[config.mk]
export PLATFORM = sky130hd
export DESIGN_NAME = alm_unit
export DESIGN_NICKNAME = d
export VERILOG_FILES = /design/src/rtl/alm_unit_pkg.sv /design/src/rtl/alm_field_match.sv /design/src/rtl/alm_channel.sv /design/src/rtl/alm_irq_route.sv /design/src/rtl/alm_unit.sv
export SDC_FILE = /design/constraint.sdc
export NUM_CORES = 1
export LEC_CHECK = 0
export BUFFER_PORTS_ARGS = -buffer_cell sky130_fd_sc_hd__buf_4
export CORE_ASPECT_RATIO = 1.25
export CORE_MARGIN = 2
export CORE_UTILIZATION = 36
export DETAILED_ROUTE_END_ITERATION = 6
export GPL_ROUTABILITY_DRIVEN = 0
export PLACE_DENSITY = 0.6
export SYNTH_ARGS = -nofsm -noshare
export SYNTH_HDL_FRONTEND = slang
export SYNTH_HIERARCHICAL = 1
export SYNTH_SLANG_ARGS = --single-unit
[constraint.sdc]
create_clock -name clk_i -period 4.5 [get_ports clk_i]
set_input_delay 0.9 -clock clk_i [delete_from_list [all_inputs] [get_ports clk_i]]
set_output_delay 0.9 -clock clk_i [all_outputs]
set_load 0.01 [all_outputs]
[src/rtl/alm_unit_pkg.sv]
package alm_unit_pkg;
  localparam int AW = 5;
  localparam int DW = 8;
  localparam int NUM_FIELDS = 4;
  localparam int NUM_ALM = 2;
  localparam int CTRL_W = 3;
  localparam logic [AW-1:0] ALM_BASE  = 5'h07;
  localparam logic [AW-1:0] CTRL_ADDR = 5'h0F;
  localparam logic [AW-1:0] STAT_ADDR = 5'h10;
  // control bit positions
  localparam int CB_EN0   = 0;
  localparam int CB_EN1   = 1;
  localparam int CB_ROUTE = 2;
endpackage

[src/rtl/alm_field_match.sv]
module alm_field_match #(
  parameter int DW = 8
) (
  input  logic [DW-1:0] alarm_i,
  input  logic [DW-1:0] now_i,
  output logic          hit_o
);
  // top bit is the wildcard
  assign hit_o = alarm_i[DW-1] | (alarm_i[DW-2:0] == now_i[DW-2:0]);
endmodule

[src/rtl/alm_channel.sv]
module alm_channel #(
  parameter int DW = 8,
  parameter int NF = 4,
  localparam int FW = (NF > 1) ? $clog2(NF) : 1
) (
  input  logic             clk_i,
  input  logic             rst_ni,
  input  logic             wr_i,
  input  logic [FW-1:0]    field_i,
  input  logic [DW-1:0]    wdata_i,
  input  logic             rd_clr_i,
  input  logic             tick_i,
  input  logic [NF*DW-1:0] now_i,
  output logic [NF*DW-1:0] fields_o,
  output logic             flag_o
);
  logic [NF-1:0] hit;
  logic          match;

  for (genvar f = 0; f < NF; f++) begin : g_field
    logic [DW-1:0] val_q;
    always_ff @(posedge clk_i or negedge rst_ni) begin
      if (!rst_ni)                               val_q <= '0;
      else if (wr_i && (field_i == FW'(f)))      val_q <= wdata_i;
    end
    assign fields_o[f*DW +: DW] = val_q;
    alm_field_match #(.DW(DW)) u_match (
      .alarm_i (val_q),
      .now_i   (now_i[f*DW +: DW]),
      .hit_o   (hit[f])
    );
  end

  assign match = &hit;

  // set beats clear so a same-cycle match is not lost
  always_ff @(posedge clk_i or negedge rst_ni) begin
    if (!rst_ni)               flag_o <= 1'b0;
    else if (tick_i && match)  flag_o <= 1'b1;
    else if (rd_clr_i)         flag_o <= 1'b0;
  end


  flag_set_chk: assert property (@(posedge clk_i) disable iff (!rst_ni)
    (tick_i && match) |=> flag_o);

  no_tick_hold_chk: assert property (@(posedge clk_i) disable iff (!rst_ni)
    (!tick_i && !rd_clr_i) |=> $stable(flag_o));

  rd_clear_chk: assert property (@(posedge clk_i) disable iff (!rst_ni)
    (rd_clr_i && !(tick_i && match)) |=> !flag_o);
endmodule

[src/rtl/alm_irq_route.sv]
module alm_irq_route (
  input  logic [1:0] flag_i,
  input  logic [1:0] en_i,
  input  logic       route_i,
  output logic       int0_no,
  output logic       int0_oe_o,
  output logic       int1_no
);
  logic [1:0] live;
  logic       pin0_act, pin1_act;

  assign live     = flag_i & en_i;
  assign pin0_act = route_i ? live[0] : |live;
  assign pin1_act = route_i & live[1];
  assign int0_no   = ~pin0_act;
  assign int0_oe_o = pin0_act;
  assign int1_no   = ~pin1_act;


  always_comb if (!route_i) shared_pin1_idle_chk: assert (int1_no);

  always_comb if (en_i == 2'b00) gated_idle_chk: assert (int0_no && int1_no);

  always_comb oe_follow_chk: assert (int0_oe_o == !int0_no);
endmodule

[src/rtl/alm_unit.sv]
module alm_unit
  import alm_unit_pkg::*;
#(
  parameter int ADDR_W = AW,
  parameter int DATA_W = DW
) (
  input  logic              clk_i,
  input  logic              rst_ni,
  input  logic              wr_en_i,
  input  logic              rd_en_i,
  input  logic [ADDR_W-1:0] addr_i,
  input  logic [DATA_W-1:0] wdata_i,
  output logic [DATA_W-1:0] rdata_o,
  input  logic              tick_i,
  input  logic [DATA_W-1:0] sec_i,
  input  logic [DATA_W-1:0] min_i,
  input  logic [DATA_W-1:0] hour_i,
  input  logic [DATA_W-1:0] wday_i,
  output logic              int0_no,
  output logic              int0_oe_o,
  output logic              int1_no
);
  localparam int NF = NUM_FIELDS;
  localparam int FW = (NF > 1) ? $clog2(NF) : 1;

  logic [NF*DATA_W-1:0] now;
  logic [NF*DATA_W-1:0] fields [NUM_ALM];
  logic [NUM_ALM-1:0]   sel, flag;
  logic [FW-1:0]        fsel [NUM_ALM];
  logic [CTRL_W-1:0]    ctrl_q;

  assign now = {wday_i, hour_i, min_i, sec_i};

  for (genvar a = 0; a < NUM_ALM; a++) begin : g_alm
    localparam logic [ADDR_W-1:0] BASE = ADDR_W'(ALM_BASE) + ADDR_W'(a * NF);
    logic [ADDR_W-1:0] off;
    assign off     = addr_i - BASE;
    assign sel[a]  = (addr_i >= BASE) && (addr_i < BASE + ADDR_W'(NF));
    assign fsel[a] = off[FW-1:0];
    alm_channel #(.DW(DATA_W), .NF(NF)) u_chan (
      .clk_i    (clk_i),
      .rst_ni   (rst_ni),
      .wr_i     (wr_en_i && sel[a]),
      .field_i  (fsel[a]),
      .wdata_i  (wdata_i),
      .rd_clr_i (rd_en_i && sel[a]),
      .tick_i   (tick_i),
      .now_i    (now),
      .fields_o (fields[a]),
      .flag_o   (flag[a])
    );
  end

  always_ff @(posedge clk_i or negedge rst_ni) begin
    if (!rst_ni)                                   ctrl_q <= '0;
    else if (wr_en_i && addr_i == ADDR_W'(CTRL_ADDR)) ctrl_q <= wdata_i[CTRL_W-1:0];
  end

  always_comb begin
    rdata_o = '0;
    for (int a = 0; a < NUM_ALM; a++)
      if (sel[a]) rdata_o = fields[a][fsel[a]*DATA_W +: DATA_W];
    if (addr_i == ADDR_W'(CTRL_ADDR)) rdata_o = DATA_W'(ctrl_q);
    if (addr_i == ADDR_W'(STAT_ADDR)) rdata_o = DATA_W'(flag);
  end

  alm_irq_route u_route (
    .flag_i    (flag),
    .en_i      ({ctrl_q[CB_EN1], ctrl_q[CB_EN0]}),
    .route_i   (ctrl_q[CB_ROUTE]),
    .int0_no   (int0_no),
    .int0_oe_o (int0_oe_o),
    .int1_no   (int1_no)
  );


  stat_write_ignored_chk: assert property (@(posedge clk_i) disable iff (!rst_ni)
    (wr_en_i && addr_i == ADDR_W'(STAT_ADDR) && !tick_i && !rd_en_i) |=> $stable(flag));

  ctrl_stable_chk: assert property (@(posedge clk_i) disable iff (!rst_ni)
    !(wr_en_i && addr_i == ADDR_W'(CTRL_ADDR)) |=> $stable(ctrl_q));
endmodule

== Word level (Yosys, flattened, before mapping) ==
Index checks and enable logic that the tools add are counted.

* Register bits: 69
* Input port bits: 50
* Output and inout bits: 11
* Word-level logic and storage cells: 80

* Add/subtract/negate cells: 2
* Magnitude comparators: 4
* Equality and inequality tests: 16
* Shifts and indexed selects: 2
* Muxes and demuxes: 9
* Bitwise operators: 12
* Reductions and logical operators: 24

{| class="wikitable"
|+ Operators with widths
! cell !! count
|-
| $shiftx 32x6->8 || 2
|-
| $eq 7x7->1 || 8
|-
| $mux 8 || 4
|-
| $logic_and 1x1->1 || 17
|-
| $lt 5x4->1 const B || 2
|-
| $eq 2x2->1 const B || 4
|-
| $or 1x1->1 || 8
|-
| $reduce_and 4->1 || 2
|-
| $eq 5x4->1 const B || 1
|-
| $eq 5x5->1 const B || 1
|-
| $ge 5x3->1 const B || 1
|-
| $ge 5x4->1 const B || 1
|-
| $mux 1 || 5
|-
| $eq 2x1->1 const B || 2
|-
| $logic_not 2->1 || 2
|-
| $reduce_bool 2->1 || 2
|-
| $sub 2x2->2 const B || 2
|-
| $and 2x2->2 || 1
|-
| $not 1->1 || 2
|-
| $reduce_or 2->1 || 1
|-
| $and 1x1->1 || 1
|}

== Longest topological paths before layout ==
Gate-level depths: netlist of run 1.

* Depth in word-level cells: 6
* Gate-level depth with buffers: 9
* Mapped depth without buffers: 7

== Cells and area by module ==
The synthesis of run 1 kept the hierarchy.

{| class="wikitable"
|+ By module, submodules not included
! module !! instances !! cells an instance !! area each (µm²) !! sequential area each (µm²)
|-
| alm_channel || 2 || 73 || 1,256.2 || 825.8
|-
| alm_unit || 1 || 73 || 787.0 || 75.1
|-
| alm_field_match || 8 || 9 || 77.6 || 0.0
|-
| alm_irq_route || 1 || 5 || 25.0 || 0.0
|}

== Worst setup path before layout of run 1 ==
No wires, ideal clock.

* Kind: input port to output port
* From: in addr_i[0]
* To: out rdata_o[7]
* Arrival: 3.387 ns
* Data required time: 3.600 ns
* Setup slack: 0.213 ns
* Cell stages on the path: 9
* Buffers on the path: 4
* Cells stage by stage: buf_6 buf_2 inv_1 ha_1 clkbuf_1 buf_1 mux4_2 a22oi_1 nor2_1

* Word-level cells in the longest chain between the ends: 6
* Elaborated cells on any way between the ends: 16
* Classes of those cells: add/sub (2); order compare (4); eq/ne (2); shift (2); mux (4); reduce/logical (2)

{| class="wikitable"
|+ Ends and longest elaborated chain
! element !! line !! source
|-
| from (decl) || alm_unit.sv:11 || <nowiki>input logic [ADDR_W-1:0] addr_i,</nowiki>
|-
| $sub 2x2->2 || alm_unit.sv:37 || <nowiki>assign off = addr_i - BASE;</nowiki>
|-
| named net g_alm[0].off[0] || alm_unit.sv:36 || <nowiki>logic [ADDR_W-1:0] off;</nowiki>
|-
| $shiftx 32x6->8 || alm_unit.sv:62 || <nowiki>if (sel[a]) rdata_o = fields[a][fsel[a]*DATA_W +: DATA_W];</nowiki>
|-
| $mux 8 (2 in series) || alm_unit.sv:62 ||
|-
| $mux 8 || alm_unit.sv:63 || <nowiki>if (addr_i == ADDR_W'(CTRL_ADDR)) rdata_o = DATA_W'(ctrl_q);</nowiki>
|-
| $mux 8 || alm_unit.sv:64 || <nowiki>if (addr_i == ADDR_W'(STAT_ADDR)) rdata_o = DATA_W'(flag);</nowiki>
|-
| to (decl) || alm_unit.sv:13 || <nowiki>output logic [DATA_W-1:0] rdata_o,</nowiki>
|}

The timed path passes the listed nets, and every way through them passes these cells.

== Worst setup path after layout of run 1 ==
* From: in addr_i[0]
* To: out rdata_o[2]

Same word-level chain as after synthesis.

==> results_dict.tcl, run 1 <==
set metrics [dict create \
    worstSetupStartpointType "input pin" \
    io_pins 61 \
    grt_max_degree 70 \
    p_per_area_nw_per_um2 470 \
    synthesis.area_um2 3950 \
    holdCritPathClass "reg2reg" \
    placed_cells 481 \
    rsz0062_at_grt "false" \
    fp.coreArea_um2 10600 \
    clock_skew_ns 0.00498 \
    maxCapViolations 0 \
    synth-async-reset-ratio 1.00 \
    post_route_cells_drive_above_1_share 0.452 \
    area_growth_pct 23.6 \
    synth_compound_area_frac 0.0561 \
    crit_top_cell "buf_4" \
    p_leak_nw 2.22 \
    via_per_inst 5.38 \
    path_cells "buf_4, inv_1, ha_1, buf_12, mux4_2, a22oi_1, a21oi_1, buf_4" \
    clock_path_buffers 2 \
    cts_made_buffers 9 \
    timing.final.crit_share 0.878 \
    pre_cts_ws_ns 0.541 \
    synth_top_area_frac 0.438 \
    end_kind "output port" \
    setup_viol 0 \
    synth-edff-count 0 \
    dr.pass1.iters 4 \
    cp_slowest_stage_delay_ns 0.63 \
    crit_type "in2out" \
    rows 42 \
    synth_area_leaders "dfrtp_1 (44%), mux2_2 (19%), mux4_2 (8.6%), xor2_1 (7.1%), xnor2_1 (5.3%)" \
    synth_common_cells "dfrtp_1 (69), mux2_2 (68), xor2_1 (32)" \
    wl_per_cell_um 21.4 \
    routed_wl_um 10600 \
    synth_top_family_by_area "multiplexers" \
    fmax_mhz 253 \
    finalNetCount 412 \
    max-slew-margin-rel 0.420 \
    yosysTopAreaCell "dfrtp_1" \
    vias 2675 \
    ctsHoldBuffers 0 \
    yosys_most_used_dff "dfrtp_1" \
    stdcell_area_um2 4880 \
    die_y_um 121 \
    grt_pass1_vias 2835 \
    cts_root_buf "clkbuf_16" \
    synth_seq_area_share 0.438 \
    cp_data_required_time_ns 3.60 \
    h-tree-depth 3 \
    crit_arrival_ns 3.05 \
    layout_setup_ws_ns 0.549 \
    maxSlewViolCount 0 \
    fin_crit_ns 3.95 \
    worstMarginPinSlew_ns 0.871 \
    initial_core_util 0.372 \
    die_area_um2 11800 \
    ant_nets 0 \
    placed_cell_area_um2 4530 \
    clk_pin_slew_worst_paths_ns 0.06 \
    worstSkewPairLatency_ns 0.33 \
    drc_errors 0 \
    hold_viol 0 \
    diodes 0 \
    cts_sinks 69 \
    yosysMostFrequentCell "dfrtp_1" \
    synth_xor_area_frac 0.124 \
    cts_resized 0 \
    max-vdd-ir-drop_mv 0.186 \
    antenna_found_initial 0 \
    syn-instance-count 296 \
    grt_use_total 0.191 \
    syn_nets 348 \
    synth-seq-cells 69 \
    fin_util 0.459 \
    synthMuxAreaShare 0.286 \
    yosysWarnings 6 \
    synth_cell_type_count 32 \
    postSynthAreaPerCell_um2 13.3 \
    grt_pass1_wl_um 16500 \
    fp.dieW_um 97.6 \
    post_cts_buffers 0 \
    synth-adder-area-share 0.00634 \
    dp_hpwl_um 7750 \
    tns_ns 0 \
    cp_max_fo 21 \
    drtIter0Drc 146 \
    yosys.area_share.simple 0.0764 \
    fin_cells 497 \
    cts_tree "yes" \
    status "finished, final reports clean" \
    numPortBuffers 56 \
    cp_slowest_cell "ha_1" \
    grt-ovfl-total 0 \
]
==> through the flow <==
step	hold slack, ns	power [W]
3_5_place_dp	0.529	0.00151
3_3_place_gp	0.513	0.00149
5_1_grt	0.566	0.00242
2_1_floorplan	0.499	0.00129
4_1_cts	0.541	0.00231
6_report	0.538	0.00229
==> critical path, delay by kind of cell <==
kind                     cells  cell delay, ns
adder cells (fa/ha/maj)      1            0.63
AO/OA/AOI/OAI                2            0.35
multiplexers                 1            0.30
buffers and inverters        4            0.84
==> sequential cells by signal, summed over array words and instances (netlist names) <==
register / count
g_alm.u_chan/g_field.val_q: 64
ctrl_q: 3
g_alm.u_chan/flag_o: 2
==> report_power, final <==
| part | internal (W) | switching (W) |
|---|---|---|
| logic | 0.000336 | 0.000221 |
| registers | 0.000783 | 0.000157 |
| clock network | 0.000544 | 0.000253 |
==> logic make-up after synthesis <==
kind of cell / Yosys count
muxes: 84
DFF: 69
xor gates and xnor gates: 56
and+or+nand+nor: 45
AOI/OAI and AO/OA: 29
buffers and inverters: 11
adders and majority gates: 2
==> final cells by class <==
type,instances,area (um^2)
timing repair buffer,58,448
tap,132,165
inverter,6,22.5
fill,980,5740
clock buffer,13,280
multi-input combinational,216,2170
sequential,69,1730
clock inverter,3,65.1
==> cell usage in the layout (no fill, tap or decap), types with 2 or more instances in the layout <==
cell | netlist | routed
mux4_2 | 15 | 15
bufinv_16 | 0 | 2
nor3b_1 | 2 | 2
nor4_1 | 8 | 8
a41o_1 | 8 | 8
inv_1 | 6 | 6
nor2_1 | 7 | 7
clkbuf_8 | 0 | 4
ha_1 | 2 | 2
nand3_2 | 2 | 2
a21oi_1 | 5 | 5
mux2_2 | 68 | 68
and2_1 | 5 | 5
o22ai_1 | 4 | 4
dfrtp_1 | 69 | 69
xnor2_1 | 24 | 24
nor3b_4 | 2 | 2
nand2_1 | 7 | 7
a22oi_1 | 8 | 8
nand3b_2 | 4 | 4
buf_4 | 0 | 57
nand3_1 | 5 | 5
xor2_1 | 32 | 32
clkbuf_16 | 0 | 9
==> final timing paths <==
| path | depth (start not counted) | slack, ns | startpoint | to |
|---|---|---|---|---|
| worst min-delay path | 1 | 0.54 | ctrl_q[0]$_DFFE_PN0P_ | ctrl_q[0]$_DFFE_PN0P_ |
| worst max register to register | 5 | 2.71 | g_alm[1].u_chan/g_field[0].val_q[1]$_DFFE_PN0P_ | g_alm[1].u_chan/flag_o$_DFFE_PN0P_ |
| worst min register to register | 1 | 0.54 | ctrl_q[0]$_DFFE_PN0P_ | ctrl_q[0]$_DFFE_PN0P_ |
| worst max-delay path | 8 | 0.55 | addr_i[0] | rdata_o[2] |
| max in group asynchronous | 1 | 3.25 | rst_ni | g_alm[1].u_chan/g_field[1].val_q[1]$_DFFE_PN0P_ |
| min in group asynchronous | 1 | 0.69 | rst_ni | g_alm[0].u_chan/g_field[3].val_q[5]$_DFFE_PN0P_ |
==> layer usage <==
layer,vias to the layer above,global-route usage,part of all wire
li1,1243,-,-
met1,1345,0.250,0.42
met2,73,0.309,0.51
met3,14,0.0300,0.045
met4,0,0.0920,0.028
met5,-,0,0
Power figures use the tool's default switching activity.
==> inputs of run 2 (changes only) <==
--- a/config.mk
+++ b/config.mk
@@ -7,7 +7,6 @@
 export LEC_CHECK = 0
 export BUFFER_PORTS_ARGS = -buffer_cell sky130_fd_sc_hd__buf_4
 export CORE_ASPECT_RATIO = 1.25
-export CORE_MARGIN = 2
 export CORE_UTILIZATION = 36
 export DETAILED_ROUTE_END_ITERATION = 6
 export GPL_ROUTABILITY_DRIVEN = 0
==> constraint.sdc (replaced) <==
create_clock -name clk_i -period 3.9 [get_ports clk_i]
set_input_delay 0.78 -clock clk_i [delete_from_list [all_inputs] [get_ports clk_i]]
set_output_delay 0.78 -clock clk_i [all_outputs]
set_load 0.01 [all_outputs]
==> run 2 against run 1 <==
Net effect:
- non-clock buffer count increased by 3
- total power increased by 9.8%
- register-to-register slack got worse by 0.59 ns
- first-iteration DRC count decreased by 2.1%
- sequential power increased by 15%
- sequential share of layout area increased by 0.28 points
- core utilization decreased by 0.37 points
- global-route usage increased by 1.3 points
- via count decreased by 0.56%
- clock skew increased by 0.0023 ns
- cell count increased by 0.60%
- final area decreased by 0.80%
- critical endpoint is now rdata_o[6]
- largest power group unchanged
==> results_dict.tcl, run 2 (synthesis results as in run 1) <==
set metrics [dict create \
    cp_slowest_cell "ha_2" \
    p_leak_nw 2.20 \
    top_regs "g_alm.u_chan/g_field.val_q (64), ctrl_q (3), g_alm.u_chan/flag_o (2)" \
    rsz0062_at_grt "false" \
    finalNetCount 415 \
    p_sw_frac 0.285 \
    fin_util 0.456 \
    maxSlewViolCount 0 \
    dr.pass1.iters 4 \
    via_per_inst 5.32 \
    post_route_cells_drive_above_1_share 0.454 \
    io_pins 61 \
    ctsHoldBuffers 0 \
    worstMarginPinSlew_ns 0.891 \
    post_cts_buffers 0 \
    die_area_um2 11400 \
    cp_slowest_stage_delay_ns 0.56 \
    rr_endpoint "g_alm[1].u_chan/flag_o$_DFFE_PN0P_" \
    numPortBuffers 56 \
    diodes 0 \
    layout_setup_ws_ns 0.334 \
    min_path_cells 1 \
    grt_busiest_layer "met2" \
    tns_ns 0 \
    grt_max_degree 70 \
    grt_use_total 0.204 \
    setup_viol 0 \
    grt_pass1_vias 2866 \
    switching_power_w 0.000717 \
    max-slew-margin-rel 0.406 \
    p_per_area_nw_per_um2 520 \
    combPwrFrac 0.253 \
    crit_top_cell "buf_4" \
    layout_common_cells "dfrtp_1 (69), mux2_2 (68), buf_4 (61), xor2_1 (32), xnor2_1 (24)" \
    ant_nets 0 \
    dp_hpwl_um 7580 \
    grt-ovfl-total 0 \
    crit_arrival_ns 2.79 \
    grtUsageMet2 0.333 \
    grt_pass1_wl_um 16400 \
    worstSkewPairLatency_ns 0.33 \
    clock_path_buffers 2 \
    min_delay_worst_endpoint "ctrl_q[0]$_DFFE_PN0P_" \
    clock_skew_ns 0.00731 \
    worstSetupStartpointType "input pin" \
    wl_per_cell_um 20.7 \
    fp.coreArea_um2 10600 \
    hp-start "ctrl_q[0]$_DFFE_PN0P_" \
    h-tree-depth 3 \
    pre_cts_ws_ns 0.323 \
    cp_max_fo 21 \
    drtIter0Drc 143 \
    cts_made_buffers 9 \
    cp_data_required_time_ns 3.12 \
    cts_tree "yes" \
    p_int_w 0.00180 \
    maxCapViolations 0 \
    end_kind "output port" \
    fmax_mhz 280 \
    cts_root_buf "clkbuf_16" \
    fp.dieW_um 95.6 \
    rows 42 \
    largest-register "g_alm.u_chan/g_field.val_q" \
    vias 2660 \
    antenna_found_initial 0 \
    cts_sinks 69 \
    r2r_slack_ns 2.12 \
    crit_type "in2out" \
    r2r_cells 5 \
    initial_core_util 0.372 \
    die_y_um 119 \
    status "finished, final reports clean" \
    routed_wl_um 10300 \
    fin_crit_ns 3.57 \
    r2r_start "g_alm[1].u_chan/g_field[0].val_q[1]$_DFFE_PN0P_" \
    drc_errors 0 \
    largest_reg_flops 64 \
    holdCritPathClass "reg2reg" \
    grtUsageMet3 0.0383 \
    max-vdd-ir-drop_mv 0.188 \
    pwr-share-seq 0.430 \
    clk_pin_slew_worst_paths_ns 0.05 \
    p_clk_frac 0.317 \
    timing.final.crit_share 0.914 \
    path_cells "buf_4, inv_1, ha_2, mux4_1, or4b_1, a21oi_1, buf_4" \
    area_growth_pct 22.6 \
    grt_use_met1 0.260 \
    final_common_cell "dfrtp_1" \
    hold_viol 0 \
    cts_resized 0 \
]
==> run 2: cell types whose count changed in the layout (fill, tap and decap cells not counted), sizes merged <==
cell,change
buf,+3
bufinv,-1
clkbuf,-1
clkinv,+1
clkinvlp,+1
==> run 2: how the worst max path moves through the flow <==
stage / start / endpoint / slack, ns / cells past startpoint
global placement: addr_i[0] / rdata_o[6] / 0.35 / 7
finish: addr_i[0] / rdata_o[6] / 0.33 / 7
detailed placement: addr_i[0] / rdata_o[6] / 0.32 / 7
CTS: addr_i[0] / rdata_o[6] / 0.32 / 7
floorplan: addr_i[0] / rdata_o[6] / 0.06 / 8
global route: addr_i[0] / rdata_o[5] / 0.14 / 8
==> run 2: layout make-up <==
type / instances / area, um^2
fillers: 998 / 5780
multi-input cells: 216 / 2170
flip-flops and latches: 69 / 1730
repair buffers: 61 / 458
clock buffers: 12 / 246
well taps: 132 / 165
clock inverters: 4 / 47.5
inverters: 6 / 22.5
==> run 2: power groups by stage <==
stage,clock network [W],registers (W),logic (W)
3_5_place_dp,0,0.00110,0.000635
2_1_floorplan,0,0.00103,0.000460
4_1_cts,0.000818,0.00109,0.000640
3_3_place_gp,0,0.00109,0.000624
5_1_grt,0.000848,0.00111,0.000698
6_report,0.000797,0.00108,0.000637
==> run 2: worst max-delay path: cells and delay by family <==
family | cells | cell delay [ns]
and+or+nand+nor | 1 | 0.43
muxes | 1 | 0.22
buffers and inverters | 3 | 0.60
adders and majority gates | 1 | 0.56
AOI/OAI and AO/OA | 1 | 0.19
==> run 2: per-layer routing <==
layer | wire, um | share of wire | vias to the layer above
met2 | 5210 | 0.50 | 52
met1 | 4530 | 0.44 | 1346
li1 | - | - | 1247
met3 | 299 | 0.029 | 15
met4 | 303 | 0.029 | 0
met5 | 0 | 0 | -
==> run 2: stage by stage <==
step | cell area, um^2 | total power (W) | instances | hold WS [ns]
2_1_floorplan | 3950 | 0.00149 | 296 | 0.484
3_3_place_gp | 4540 | 0.00172 | 484 | 0.513
3_5_place_dp | 4540 | 0.00173 | 484 | 0.529
4_1_cts | 4840 | 0.00254 | 500 | 0.541
5_1_grt | 4840 | 0.00266 | 500 | 0.556
6_report | 4840 | 0.00252 | 500 | 0.539
